--- src/rtl/pcm_port_pkg.sv ---
package pcm_port_pkg;

    localparam int CLK_PER_SLOT = 32;
    localparam int SAMPLE_W     = 8;

    localparam logic [7:0] MODE_CODE_BYPASS = 8'h02;
    localparam logic [7:0] MODE_CODE_IDLE   = 8'h01;

    typedef enum logic [1:0] {
        SM_ACTIVE = 2'd0,
        SM_BYPASS = 2'd1,
        SM_IDLE   = 2'd2
    } slot_mode_e;

    typedef enum logic {
        FT_HUNT = 1'b0,
        FT_RUN  = 1'b1
    } ft_state_e;

    function automatic slot_mode_e decode_mode(input logic [7:0] code);
        if (code == MODE_CODE_BYPASS)    return SM_BYPASS;
        else if (code == MODE_CODE_IDLE) return SM_IDLE;
        else                             return SM_ACTIVE;
    endfunction

endpackage

--- src/rtl/pcm_frame_timer.sv ---
module pcm_frame_timer
    import pcm_port_pkg::*;
#(
    parameter  int SLOTS = 32,
    localparam int SLOT_W = $clog2(SLOTS),
    localparam int POS_W  = $clog2(CLK_PER_SLOT),
    localparam int CNT_W  = SLOT_W + POS_W
) (
    input  logic             clk,
    input  logic             rst_n,
    input  logic             fsync,
    output logic [CNT_W-1:0] cnt,
    output logic             run,
    output logic             sync_err
);

    localparam logic [CNT_W-1:0] LAST = CNT_W'(SLOTS * CLK_PER_SLOT - 1);

    ft_state_e state_q, state_d;
    logic      fsync_q;
    logic      rise;

    assign rise = fsync & ~fsync_q;
    assign run  = (state_q == FT_RUN);

    always_comb begin
        state_d = state_q;
        unique case (state_q)
            FT_HUNT: if (rise) state_d = FT_RUN;
            FT_RUN:  state_d = FT_RUN;
            default: state_d = FT_HUNT;
        endcase
    end

    always_ff @(posedge clk or negedge rst_n) begin
        if (!rst_n) state_q <= FT_HUNT;
        else        state_q <= state_d;
    end

    always_ff @(posedge clk or negedge rst_n) begin
        if (!rst_n) begin
            fsync_q  <= 1'b0;
            cnt      <= '0;
            sync_err <= 1'b0;
        end else begin
            fsync_q <= fsync;
            cnt     <= rise ? '0 : cnt + 1'b1;
            if (state_q == FT_RUN && ((rise && cnt != LAST) || (!rise && cnt == LAST)))
                sync_err <= 1'b1;
        end
    end

    AST_ERR_STICKY: assert property (@(posedge clk) disable iff (!rst_n)
        sync_err |=> sync_err);
    AST_EARLY_SYNC: assert property (@(posedge clk) disable iff (!rst_n)
        (run && rise && cnt != LAST) |=> sync_err);

endmodule

--- src/rtl/pcm_slot_pos.sv ---
module pcm_slot_pos
    import pcm_port_pkg::*;
#(
    parameter  int SLOTS  = 32,
    parameter  int BOFF_W = 4,
    localparam int SLOT_W = $clog2(SLOTS),
    localparam int POS_W  = $clog2(CLK_PER_SLOT),
    localparam int CNT_W  = SLOT_W + POS_W
) (
    input  logic [CNT_W-1:0]  cnt,
    input  logic              dbl,
    input  logic [BOFF_W-1:0] boff,
    input  logic [SLOT_W-1:0] dly,
    output logic [SLOT_W-1:0] slot,
    output logic [POS_W-1:0]  pos,
    output logic [3:0]        bitn,
    output logic [1:0]        phase
);

    logic [CNT_W-1:0] boff_clk;
    logic [CNT_W-1:0] rel;

    assign boff_clk = dbl ? CNT_W'({boff, 1'b0}) : CNT_W'({boff, 2'b00});
    assign rel      = cnt - boff_clk - {dly, {POS_W{1'b0}}};
    assign slot     = rel[CNT_W-1:POS_W];
    assign pos      = rel[POS_W-1:0];
    assign bitn     = dbl ? pos[4:1] : {1'b0, pos[4:2]};
    assign phase    = dbl ? {1'b0, pos[0]} : pos[1:0];

endmodule

--- src/rtl/pcm_rx_deframer.sv ---
module pcm_rx_deframer
    import pcm_port_pkg::*;
#(
    parameter  int SLOTS  = 32,
    parameter  int BOFF_W = 4,
    localparam int SLOT_W = $clog2(SLOTS),
    localparam int POS_W  = $clog2(CLK_PER_SLOT),
    localparam int CNT_W  = SLOT_W + POS_W
) (
    input  logic                clk,
    input  logic                rst_n,
    input  logic                run,
    input  logic [CNT_W-1:0]    cnt,
    input  logic                dbl,
    input  logic [BOFF_W-1:0]   boff,
    input  logic [SLOT_W-1:0]   dly,
    input  logic                rx_in,
    output logic                rx_strobe,
    output logic [SLOT_W-1:0]   rx_slot,
    output logic [SAMPLE_W-1:0] rx_byte
);

    logic [SLOT_W-1:0]   slot;
    logic [POS_W-1:0]    pos;
    logic [3:0]          bitn;
    logic [1:0]          phase;
    logic                mid, take;
    logic [SAMPLE_W-1:0] sr;

    pcm_slot_pos #(.SLOTS(SLOTS), .BOFF_W(BOFF_W)) u_pos (
        .cnt(cnt), .dbl(dbl), .boff(boff), .dly(dly),
        .slot(slot), .pos(pos), .bitn(bitn), .phase(phase)
    );

    assign mid  = dbl ? (phase == 2'd1) : (phase == 2'd2);
    assign take = run && mid && !bitn[3];

    always_ff @(posedge clk or negedge rst_n) begin
        if (!rst_n) begin
            sr        <= '0;
            rx_strobe <= 1'b0;
            rx_slot   <= '0;
            rx_byte   <= '0;
        end else begin
            rx_strobe <= take && (bitn[2:0] == 3'd7);
            if (take) sr <= {sr[SAMPLE_W-2:0], rx_in};
            if (take && bitn[2:0] == 3'd7) begin
                rx_byte <= {sr[SAMPLE_W-2:0], rx_in};
                rx_slot <= slot;
            end
        end
    end

    AST_HUNT_QUIET: assert property (@(posedge clk) disable iff (!rst_n)
        rx_strobe |-> $past(run));
    AST_STROBE_SINGLE: assert property (@(posedge clk) disable iff (!rst_n)
        rx_strobe |=> !rx_strobe);

endmodule

--- src/rtl/pcm_tx_framer.sv ---
module pcm_tx_framer
    import pcm_port_pkg::*;
#(
    parameter  int SLOTS  = 32,
    parameter  int BOFF_W = 4,
    localparam int SLOT_W = $clog2(SLOTS),
    localparam int POS_W  = $clog2(CLK_PER_SLOT),
    localparam int CNT_W  = SLOT_W + POS_W
) (
    input  logic                clk,
    input  logic                rst_n,
    input  logic                run,
    input  logic [CNT_W-1:0]    cnt,
    input  logic                dbl,
    input  logic                edge_sel,
    input  logic [BOFF_W-1:0]   boff,
    input  logic [SLOT_W-1:0]   dly,
    input  slot_mode_e          ld_mode,
    input  logic [SAMPLE_W-1:0] hist_byte,
    input  logic [SAMPLE_W-1:0] tx_byte,
    output logic                tx_data,
    output logic                tx_load,
    output logic [SLOT_W-1:0]   tx_ld_slot
);

    logic [SLOT_W-1:0]   slot;
    logic [POS_W-1:0]    pos;
    logic [3:0]          bitn;
    logic [1:0]          phase;
    logic [1:0]          launch_ph;
    logic                launch, slot_start, ld_pend;
    logic [SAMPLE_W-1:0] pending, cur, cbyte;

    pcm_slot_pos #(.SLOTS(SLOTS), .BOFF_W(BOFF_W)) u_pos (
        .cnt(cnt), .dbl(dbl), .boff(boff), .dly(dly),
        .slot(slot), .pos(pos), .bitn(bitn), .phase(phase)
    );

    assign launch_ph  = edge_sel ? (dbl ? 2'd1 : 2'd2) : 2'd0;
    assign launch     = run && (phase == launch_ph);
    assign slot_start = run && (pos == '0);
    assign cbyte      = (pos == '0) ? pending : cur;
    assign tx_load    = ld_pend && (ld_mode == SM_ACTIVE);

    always_ff @(posedge clk or negedge rst_n) begin
        if (!rst_n) begin
            ld_pend    <= 1'b0;
            tx_ld_slot <= '0;
            pending    <= '1;
            cur        <= '1;
            tx_data    <= 1'b1;
        end else begin
            ld_pend <= slot_start;
            if (slot_start) begin
                tx_ld_slot <= slot + 1'b1;
                cur        <= pending;
            end
            if (ld_pend) begin
                unique case (ld_mode)
                    SM_ACTIVE: pending <= tx_byte;
                    SM_BYPASS: pending <= hist_byte;
                    SM_IDLE:   pending <= '1;
                    default:   pending <= '1;
                endcase
            end
            if (!run)
                tx_data <= 1'b1;
            else if (launch)
                tx_data <= bitn[3] ? 1'b1 : cbyte[3'd7 - bitn[2:0]];
        end
    end

    AST_TX_PAD: assert property (@(posedge clk) disable iff (!rst_n)
        (launch && bitn[3]) |=> tx_data);
    AST_TX_HUNT: assert property (@(posedge clk) disable iff (!rst_n)
        !run |=> tx_data);
    AST_LOAD_PULSE: assert property (@(posedge clk) disable iff (!rst_n)
        tx_load |=> !tx_load);

endmodule

--- src/rtl/pcm_slot_port.sv ---
module pcm_slot_port
    import pcm_port_pkg::*;
#(
    parameter  int SLOTS  = 32,
    parameter  int BOFF_W = 4,
    localparam int SLOT_W = $clog2(SLOTS),
    localparam int POS_W  = $clog2(CLK_PER_SLOT),
    localparam int CNT_W  = SLOT_W + POS_W
) (
    input  logic                clk,
    input  logic                rst_n,
    input  logic                fsync,
    input  logic                rate_dbl,
    input  logic [BOFF_W-1:0]   rx_boff,
    input  logic [BOFF_W-1:0]   tx_boff,
    input  logic [SLOT_W-1:0]   slot_dly,
    input  logic                tx_edge,
    input  logic                rx_in,
    input  logic [SAMPLE_W-1:0] tx_byte,
    input  logic                mode_wr,
    input  logic [SLOT_W-1:0]   mode_slot,
    input  logic [7:0]          mode_val,
    output logic                tx_data,
    output logic                rx_strobe,
    output logic [SLOT_W-1:0]   rx_slot,
    output logic [SAMPLE_W-1:0] rx_byte,
    output logic                tx_load,
    output logic [SLOT_W-1:0]   tx_ld_slot,
    output logic                sync_err
);

    logic [CNT_W-1:0]    cnt;
    logic                run;
    slot_mode_e          mode_tab [SLOTS];
    logic [SAMPLE_W-1:0] rx_hist  [SLOTS];

    pcm_frame_timer #(.SLOTS(SLOTS)) u_timer (
        .clk(clk), .rst_n(rst_n), .fsync(fsync),
        .cnt(cnt), .run(run), .sync_err(sync_err)
    );

    pcm_rx_deframer #(.SLOTS(SLOTS), .BOFF_W(BOFF_W)) u_rx (
        .clk(clk), .rst_n(rst_n), .run(run), .cnt(cnt),
        .dbl(rate_dbl), .boff(rx_boff), .dly(slot_dly), .rx_in(rx_in),
        .rx_strobe(rx_strobe), .rx_slot(rx_slot), .rx_byte(rx_byte)
    );

    pcm_tx_framer #(.SLOTS(SLOTS), .BOFF_W(BOFF_W)) u_tx (
        .clk(clk), .rst_n(rst_n), .run(run), .cnt(cnt),
        .dbl(rate_dbl), .edge_sel(tx_edge), .boff(tx_boff), .dly(slot_dly),
        .ld_mode(mode_tab[tx_ld_slot]), .hist_byte(rx_hist[tx_ld_slot]),
        .tx_byte(tx_byte), .tx_data(tx_data), .tx_load(tx_load),
        .tx_ld_slot(tx_ld_slot)
    );

    always_ff @(posedge clk or negedge rst_n) begin
        if (!rst_n) begin
            for (int i = 0; i < SLOTS; i++) begin
                mode_tab[i] <= SM_ACTIVE;
                rx_hist[i]  <= '0;
            end
        end else begin
            for (int i = 0; i < SLOTS; i++) begin
                if (mode_wr && mode_slot == SLOT_W'(i))
                    mode_tab[i] <= decode_mode(mode_val);
                if (rx_strobe && rx_slot == SLOT_W'(i))
                    rx_hist[i] <= rx_byte;
            end
        end
    end

    AST_IDLE_NO_LOAD: assert property (@(posedge clk) disable iff (!rst_n)
        tx_load |-> (mode_tab[tx_ld_slot] != SM_IDLE));

endmodule

--- config.mk ---
export PLATFORM = sky130hd
export DESIGN_NAME = pcm_slot_port
export DESIGN_NICKNAME = d
export VERILOG_FILES = /design/src/rtl/pcm_port_pkg.sv /design/src/rtl/pcm_frame_timer.sv /design/src/rtl/pcm_slot_pos.sv /design/src/rtl/pcm_rx_deframer.sv /design/src/rtl/pcm_tx_framer.sv /design/src/rtl/pcm_slot_port.sv
export SDC_FILE = /design/constraint.sdc
export NUM_CORES = 1
export LEC_CHECK = 0
export ABC_AREA = 1
export BUFFER_PORTS_ARGS = -buffer_cell sky130_fd_sc_hd__buf_2
export CAP_MARGIN = 30
export CORE_MARGIN = 2
export CORE_UTILIZATION = 35
export CTS_CLUSTER_DIAMETER = 80
export CTS_CLUSTER_SIZE = 40
export DETAILED_ROUTE_END_ITERATION = 10
export MAX_ROUTING_LAYER = met4
export SYNTH_ARGS = -nofsm -noshare
export SYNTH_HDL_FRONTEND = slang
export SYNTH_HIERARCHICAL = 1
export SYNTH_SLANG_ARGS = --single-unit
--- constraint.sdc ---
create_clock -name clk -period 2.2 [get_ports clk]
set_clock_uncertainty 0.05 [all_clocks]
set_input_delay 0.11 -clock clk [delete_from_list [all_inputs] [get_ports clk]]
set_output_delay 0.11 -clock clk [all_outputs]
set_load 0.02 [all_outputs]
==> impl_metrics.tcl, run 1 <==
set metrics [dict create \
    outcome "complete, but fails checks" \
    violations "negative setup slack" \
    synth_area_um2 19700 \
    end_kind "output port" \
    wl_per_cell_um 16.9 \
    worstSkewPairLatency_ns 0.62 \
    fin_crit_ns 2.65 \
    crit_arrival_ns 2.49 \
    design.core.area_um2 55300 \
    grt_pass1_vias 16400 \
    slew_violations 0 \
    comb_power_share_pct 46.9 \
    final_common_cell "nand2_1" \
    max-slew-margin-rel_pct 57.5 \
    fin_cells 3395 \
    multi_input_area_um2 9610 \
    synthesis.nets 2594 \
    post_dp_cell_area_um2 21200 \
    cpMostUsedCell "nand2_1" \
    wirelength_mm 57.2 \
    path_max_fanout 16 \
    final_cell_mix "nand2_1 (899), dfrtp_1 (356), nand3_1 (260), o21ai_0 (166), inv_1 (113)" \
    start_util_pct 35.6 \
    cts_max_path_buffers 3 \
    pin_count 63 \
    die_x_um 241 \
    clk_pin_slew_ns 0.11 \
    clockPowerShare_pct 21.3 \
    syn_avg_cell_area_um2 7.81 \
    critical_path_class "reg -> out" \
    min_path_type "in -> reg" \
    gr-total-overflow 0 \
    finalCritPeriodShare_pct 120 \
    grt_pass1_wl_mm 90.3 \
    rsz0062_at_grt "yes" \
    vias 17400 \
    h-tree-depth 1 \
    cts_tree "done" \
    internal_power_mw 14.8 \
    num_antenna_cells 0 \
    drv_cap 0 \
    drtIter0Drc 1595 \
    antenna_found_initial 0 \
    min_path_cells 6 \
    hold_viol 0 \
    cts_buffers 25 \
    clock_sink_count 377 \
    dp_slack_ns -0.271 \
    clockRootBuffer "clkbuf_16" \
    synth-warning-count 6 \
    routabilityCongestion 0.851 \
    first_pass_iters 6 \
    rows 86 \
    total_power_mw 26.0 \
    hold_slack_ns 0.0204 \
    cp_slowest_stage_delay_ns 0.58 \
    setup_viol 38 \
    die-area_um2 58100 \
    p_leak_nw 10.8 \
    area_growth_pct 21.0 \
    rr_worst_depth 17 \
    drc 0 \
    fin_area_um2 23800 \
    tightest_slew_ns 0.636 \
    cp.required_ns 2.04 \
    grt_max_degree 63 \
    dp.cells 3295 \
    finalSetupTns_ns -3.15 \
    startpoint_type "flop" \
    fin_ws_ns -0.447 \
    p_seq_share_pct 31.8 \
    seqCellArea_um2 9460 \
    synthCells 2519 \
    ant_nets 0 \
    ir_drop_mv 1.05 \
    post-route-util_pct 43.0 \
    path_cells "inv_8 -> buf_12 -> nand2_1 -> nand3_1 -> nand3_1 -> nand2_2 -> nand2_1 -> nand2_1 -> nand2_1 -> nand2_2 -> buf_12 -> nor3b_2 -> buf_4" \
    place_hpwl_mm 36.3 \
    io_buffers 62 \
    finalNetCount 2703 \
    switching_share_pct 42.9 \
    nFillCells 5516 \
    die_h_um 241 \
    worst_path_max_delay_cell "dfrtp_4" \
    power.switching_mw 11.1 \
    viasPerCell 5.12 \
    grt_use_total_pct 20.1 \
    drive_gt1_share_pct 19.8 \
    cellPowerDensity_nw_per_um2 1090 \
    timing.fmax_ghz 0.378 \
]
-- metal layers --
layer  global-route usage, %  vias up  part of all wire (%)
met4                    5.01        0                   2.2
met2                    33.0      505                    48
met3                    2.04       86                   5.2
li1                        -     8383                     -
met1                    26.8     8400                    44
met5                       -        -                     0
-- power by group through the flow --
stage	registers [mW]	clock network, mW	logic, mW
3_3_place_gp	8.32	0	9.55
5_1_grt	8.35	5.95	13.1
3_5_place_dp	8.33	0	9.69
6_report	8.27	5.54	12.2
2_1_floorplan	8.34	0	6.06
4_1_cts	8.22	5.66	11.3
-- timing repair --
item                                    CTS  global route
hold buffers                             16             0
resized for setup                       118            94
buffers inserted                         15             8
cloned                                   13             5
pin swaps                                65            46
endpoints found under the setup margin   43            45
endpoints found under the hold margin   382             0
-- worst paths after layout --
| kind | startpoint | end | slack [ns] |
|---|---|---|---|
| setup / recovery | u_tx/tx_ld_slot[0]$_DFFE_PN0P_ | tx_load | -0.45 |
| hold / removal | mode_slot[3] | mode_tab[49]$_DFFE_PN0P_ | 0.02 |
| setup reg to reg | u_timer/cnt[0]$_DFF_PN0_ | u_tx/tx_data$_DFFE_PN1P_ | -0.17 |
| hold reg to reg | u_timer/sync_err$_DFFE_PN0P_ | u_timer/sync_err$_DFFE_PN0P_ | 0.41 |
| max in group asynchronous | rst_n | u_tx/pending[4]$_DFFE_PN1P_ | 1.57 |
| min in group asynchronous | rst_n | rx_hist[111]$_DFFE_PN0P_ | 0.13 |
-- flip-flops by register name, indices dropped and copies added (netlist names), 5 cells and up --
register	flops
u_tx/cur	8
u_timer/cnt	10
u_rx/rx_slot	5
rx_hist	256
u_rx/rx_byte	8
u_tx/pending	8
u_tx/tx_ld_slot	5
mode_tab	64
u_rx/sr	7
-- layout make-up --
class	instances	area share (%)
timing repair inverter	1	0.0158
multi-input combinational	1858	40.4
clock buffer	28	2.76
clock inverter	18	1.35
tap	748	3.93
timing repair buffer	226	9.46
inverter	139	2.33
sequential	377	39.8
-- critical path, delay by kind of cell, from the launching register on --
family | cells | cell delay [ns]
buffers and inverters | 4 | 0.53
DFF | 1 | 0.58
and+or+nand+nor | 9 | 0.74
(Power assumes the default switching activity.)
==> inputs of run 2 (changes only) <==
--- a/config.mk
+++ b/config.mk
@@ -9,7 +9,7 @@
 export BUFFER_PORTS_ARGS = -buffer_cell sky130_fd_sc_hd__buf_2
 export CAP_MARGIN = 30
 export CORE_MARGIN = 2
-export CORE_UTILIZATION = 35
+export CORE_UTILIZATION = 45
 export CTS_CLUSTER_DIAMETER = 80
 export CTS_CLUSTER_SIZE = 40
 export DETAILED_ROUTE_END_ITERATION = 10
==> constraint.sdc (replaced) <==
create_clock -name clk -period 2.2 [get_ports clk]
set_clock_uncertainty 0.05 [all_clocks]
set_input_delay 0 -clock clk [delete_from_list [all_inputs] [get_ports clk]]
set_output_delay 0 -clock clk [all_outputs]
set_load 0.02 [all_outputs]
==> run 2 against run 1 <==
  * The run still ends with negative setup slack left
  * First-iteration DRC count is 13% lower
  * Via count is 2.0% lower
  * Fmax is 4.9% higher
  * Clock-buffer cell count is 3 lower
  * Power is 3.1% lower
  * Sequential power hardly changed
  * Largest cell class unchanged
  * Largest power group unchanged
==> impl_metrics.tcl, run 2 (synthesis gave the netlist of run 1 again) <==
set metrics [dict create \
    outcome "complete, but fails checks" \
    violations "negative setup slack" \
    num_antenna_cells 0 \
    wirelength_mm 54.5 \
    seqCellArea_um2 9460 \
    cellPowerDensity_nw_per_um2 1070 \
    top_register "rx_hist" \
    cts_max_path_buffers 3 \
    h-tree-depth 1 \
    multi_input_area_um2 9610 \
    internal_power_mw 14.4 \
    final_cell_mix "nand2_1 (903), dfrtp_1 (356), nand3_1 (251), o21ai_0 (166), inv_1 (113)" \
    viasPerCell 5.28 \
    startpoint_type "flop" \
    fin_crit_ns 2.52 \
    wl_per_cell_um 16.9 \
    ant_nets 0 \
    area_growth_pct 19.4 \
    grt_pass1_vias 16400 \
    cp.required_ns 2.15 \
    finalNetCount 2697 \
    path_max_fanout 8 \
    setup_viol 16 \
    post-route-util_pct 54.5 \
    grt_pass1_wl_mm 87.3 \
    slew_violations 0 \
    rows 76 \
    vias 17000 \
    cts_tree "done" \
    pin_count 63 \
    cts_buffers 25 \
    p_leak_nw 10.7 \
    p_seq_share_pct 32.8 \
    dp.cells 3119 \
    first_pass_iters 6 \
    largest_reg_flops 256 \
    die_h_um 213 \
    min_path_type "in -> reg" \
    clock_sink_count 377 \
    max-slew-margin-rel_pct 60.8 \
    die_x_um 213 \
    tightest_slew_ns 0.588 \
    final_common_cell "nand2_1" \
    rr_worst_depth 10 \
    comb_power_share_pct 45.8 \
    clk_pin_slew_ns 0.09 \
    timing.fmax_ghz 0.396 \
    design.core.area_um2 43100 \
    critical_path_class "reg -> out" \
    hold_viol 0 \
    fin_cells 3225 \
    drive_gt1_share_pct 19.4 \
    min_path_cells 7 \
    crit_arrival_ns 2.47 \
    finalCritPeriodShare_pct 115 \
    clockPowerShare_pct 21.4 \
    routabilityCongestion 0.849 \
    reg_top3 "rx_hist (256), mode_tab (64), u_timer/cnt (10)" \
    drc 0 \
    ir_drop_mv 0.838 \
    switching_share_pct 42.7 \
    grt_max_degree 71 \
    start_util_pct 45.7 \
    end_kind "output port" \
    power.switching_mw 10.8 \
    nFillCells 3974 \
    grt_use_total_pct 25.0 \
    fin_ws_ns -0.322 \
    antenna_found_initial 0 \
    place_hpwl_mm 34.2 \
    io_buffers 62 \
    rsz0062_at_grt "yes" \
    clockRootBuffer "clkbuf_16" \
    drv_cap 0 \
    drtIter0Drc 1386 \
    worstSkewPairLatency_ns 0.59 \
    die-area_um2 45400 \
    r2r_slack_ns -0.07 \
    gr-total-overflow 0 \
]
==> run 2: cell count changes in the layout (fill, tap and decap cells not counted), sizes merged <==
| cell | change |
|---|---|
| clkinv | -2 |
| clkbuf | -2 |
| buf | -19 |
| clkinvlp | +3 |
| dlymetal6s4s | +1 |
| dlygate4sd3 | +12 |
==> run 2: layer usage <==
| metal | GRT usage (%) | up-vias | wire (µm) |
|---|---|---|---|
| met4 | 6.05 | 0 | 1110 |
| li1 | - | 8357 | - |
| met3 | 2.44 | 79 | 2580 |
| met1 | 33.7 | 8200 | 24400 |
| met2 | 40.9 | 393 | 26500 |
| met5 | - | - | 0 |
==> run 2: stage by stage <==
step                      setup WS [ns]  instance area (µm²)  hold WS (ns)  power (mW)  TNS (ns)
after floorplan                 -0.0707                19700        -0.346        14.4    -0.234
after global placement           -0.158                21000        0.0104        17.7    -0.905
after detailed placement         -0.218                21000      -0.00195        17.8     -2.64
after CTS                        -0.336                22800       0.00206        24.4    -0.672
after global routing             -0.421                23500        0.0425        26.7     -3.89
final                            -0.322                23500        0.0248        25.2    -0.588
==> run 2: final cells by class <==
type	count	area share, %
Clock buffer	25	2.66
Clock inverter	20	1.33
Inverter	139	2.40
Multi-Input combinational cell	1858	40.9
Sequential cell	377	40.3
Tap cell	585	3.12
Timing Repair Buffer	221	9.29
==> run 2: what timing repair did <==
item,CTS,global route
endpoints found under the hold margin,446,0
setup endpoints to repair,35,48
pin swaps,48,57
gates resized for setup,62,141
cloned,7,6
buffers inserted,14,8
hold buffers,29,0
==> run 2: power groups by stage <==
stage          registers [mW]  clock network [mW]  logic, mW
2_1_floorplan            8.34                   0       6.05
3_3_place_gp             8.32                   0       9.39
3_5_place_dp             8.34                   0       9.49
4_1_cts                  8.21                5.53       10.6
5_1_grt                  8.36                5.79       12.5
6_report                 8.26                5.39       11.5
==> run 2: critical path, cell delays in order, from the launching register on <==
cell       delay, ns
dfrtp_4         0.51
buf_12          0.14
inv_16          0.05
clkbuf_16       0.17
nand2_2         0.06
nand3_2         0.07
nand3_2         0.10
nand2_2         0.09
nand2_2         0.07
nand2_2         0.07
nand2_2         0.06
nand2_2         0.06
buf_6           0.12
nor3b_2         0.15
buf_4           0.16
==> run 2: final timing paths <==
| path | from | end |
|---|---|---|
| setup / recovery | u_tx/tx_ld_slot[0]$_DFFE_PN0P_ | tx_load |
| hold / removal | rx_boff[0] | u_rx/rx_slot[2]$_DFFE_PN0P_ |
| setup reg to reg | u_timer/cnt[5]$_DFF_PN0_ | u_tx/tx_ld_slot[4]$_DFFE_PN0P_ |
| hold reg to reg | u_timer/sync_err$_DFFE_PN0P_ | u_timer/sync_err$_DFFE_PN0P_ |
| max in group asynchronous | rst_n | rx_hist[245]$_DFFE_PN0P_ |
| min in group asynchronous | rst_n | rx_hist[226]$_DFFE_PN0P_ |
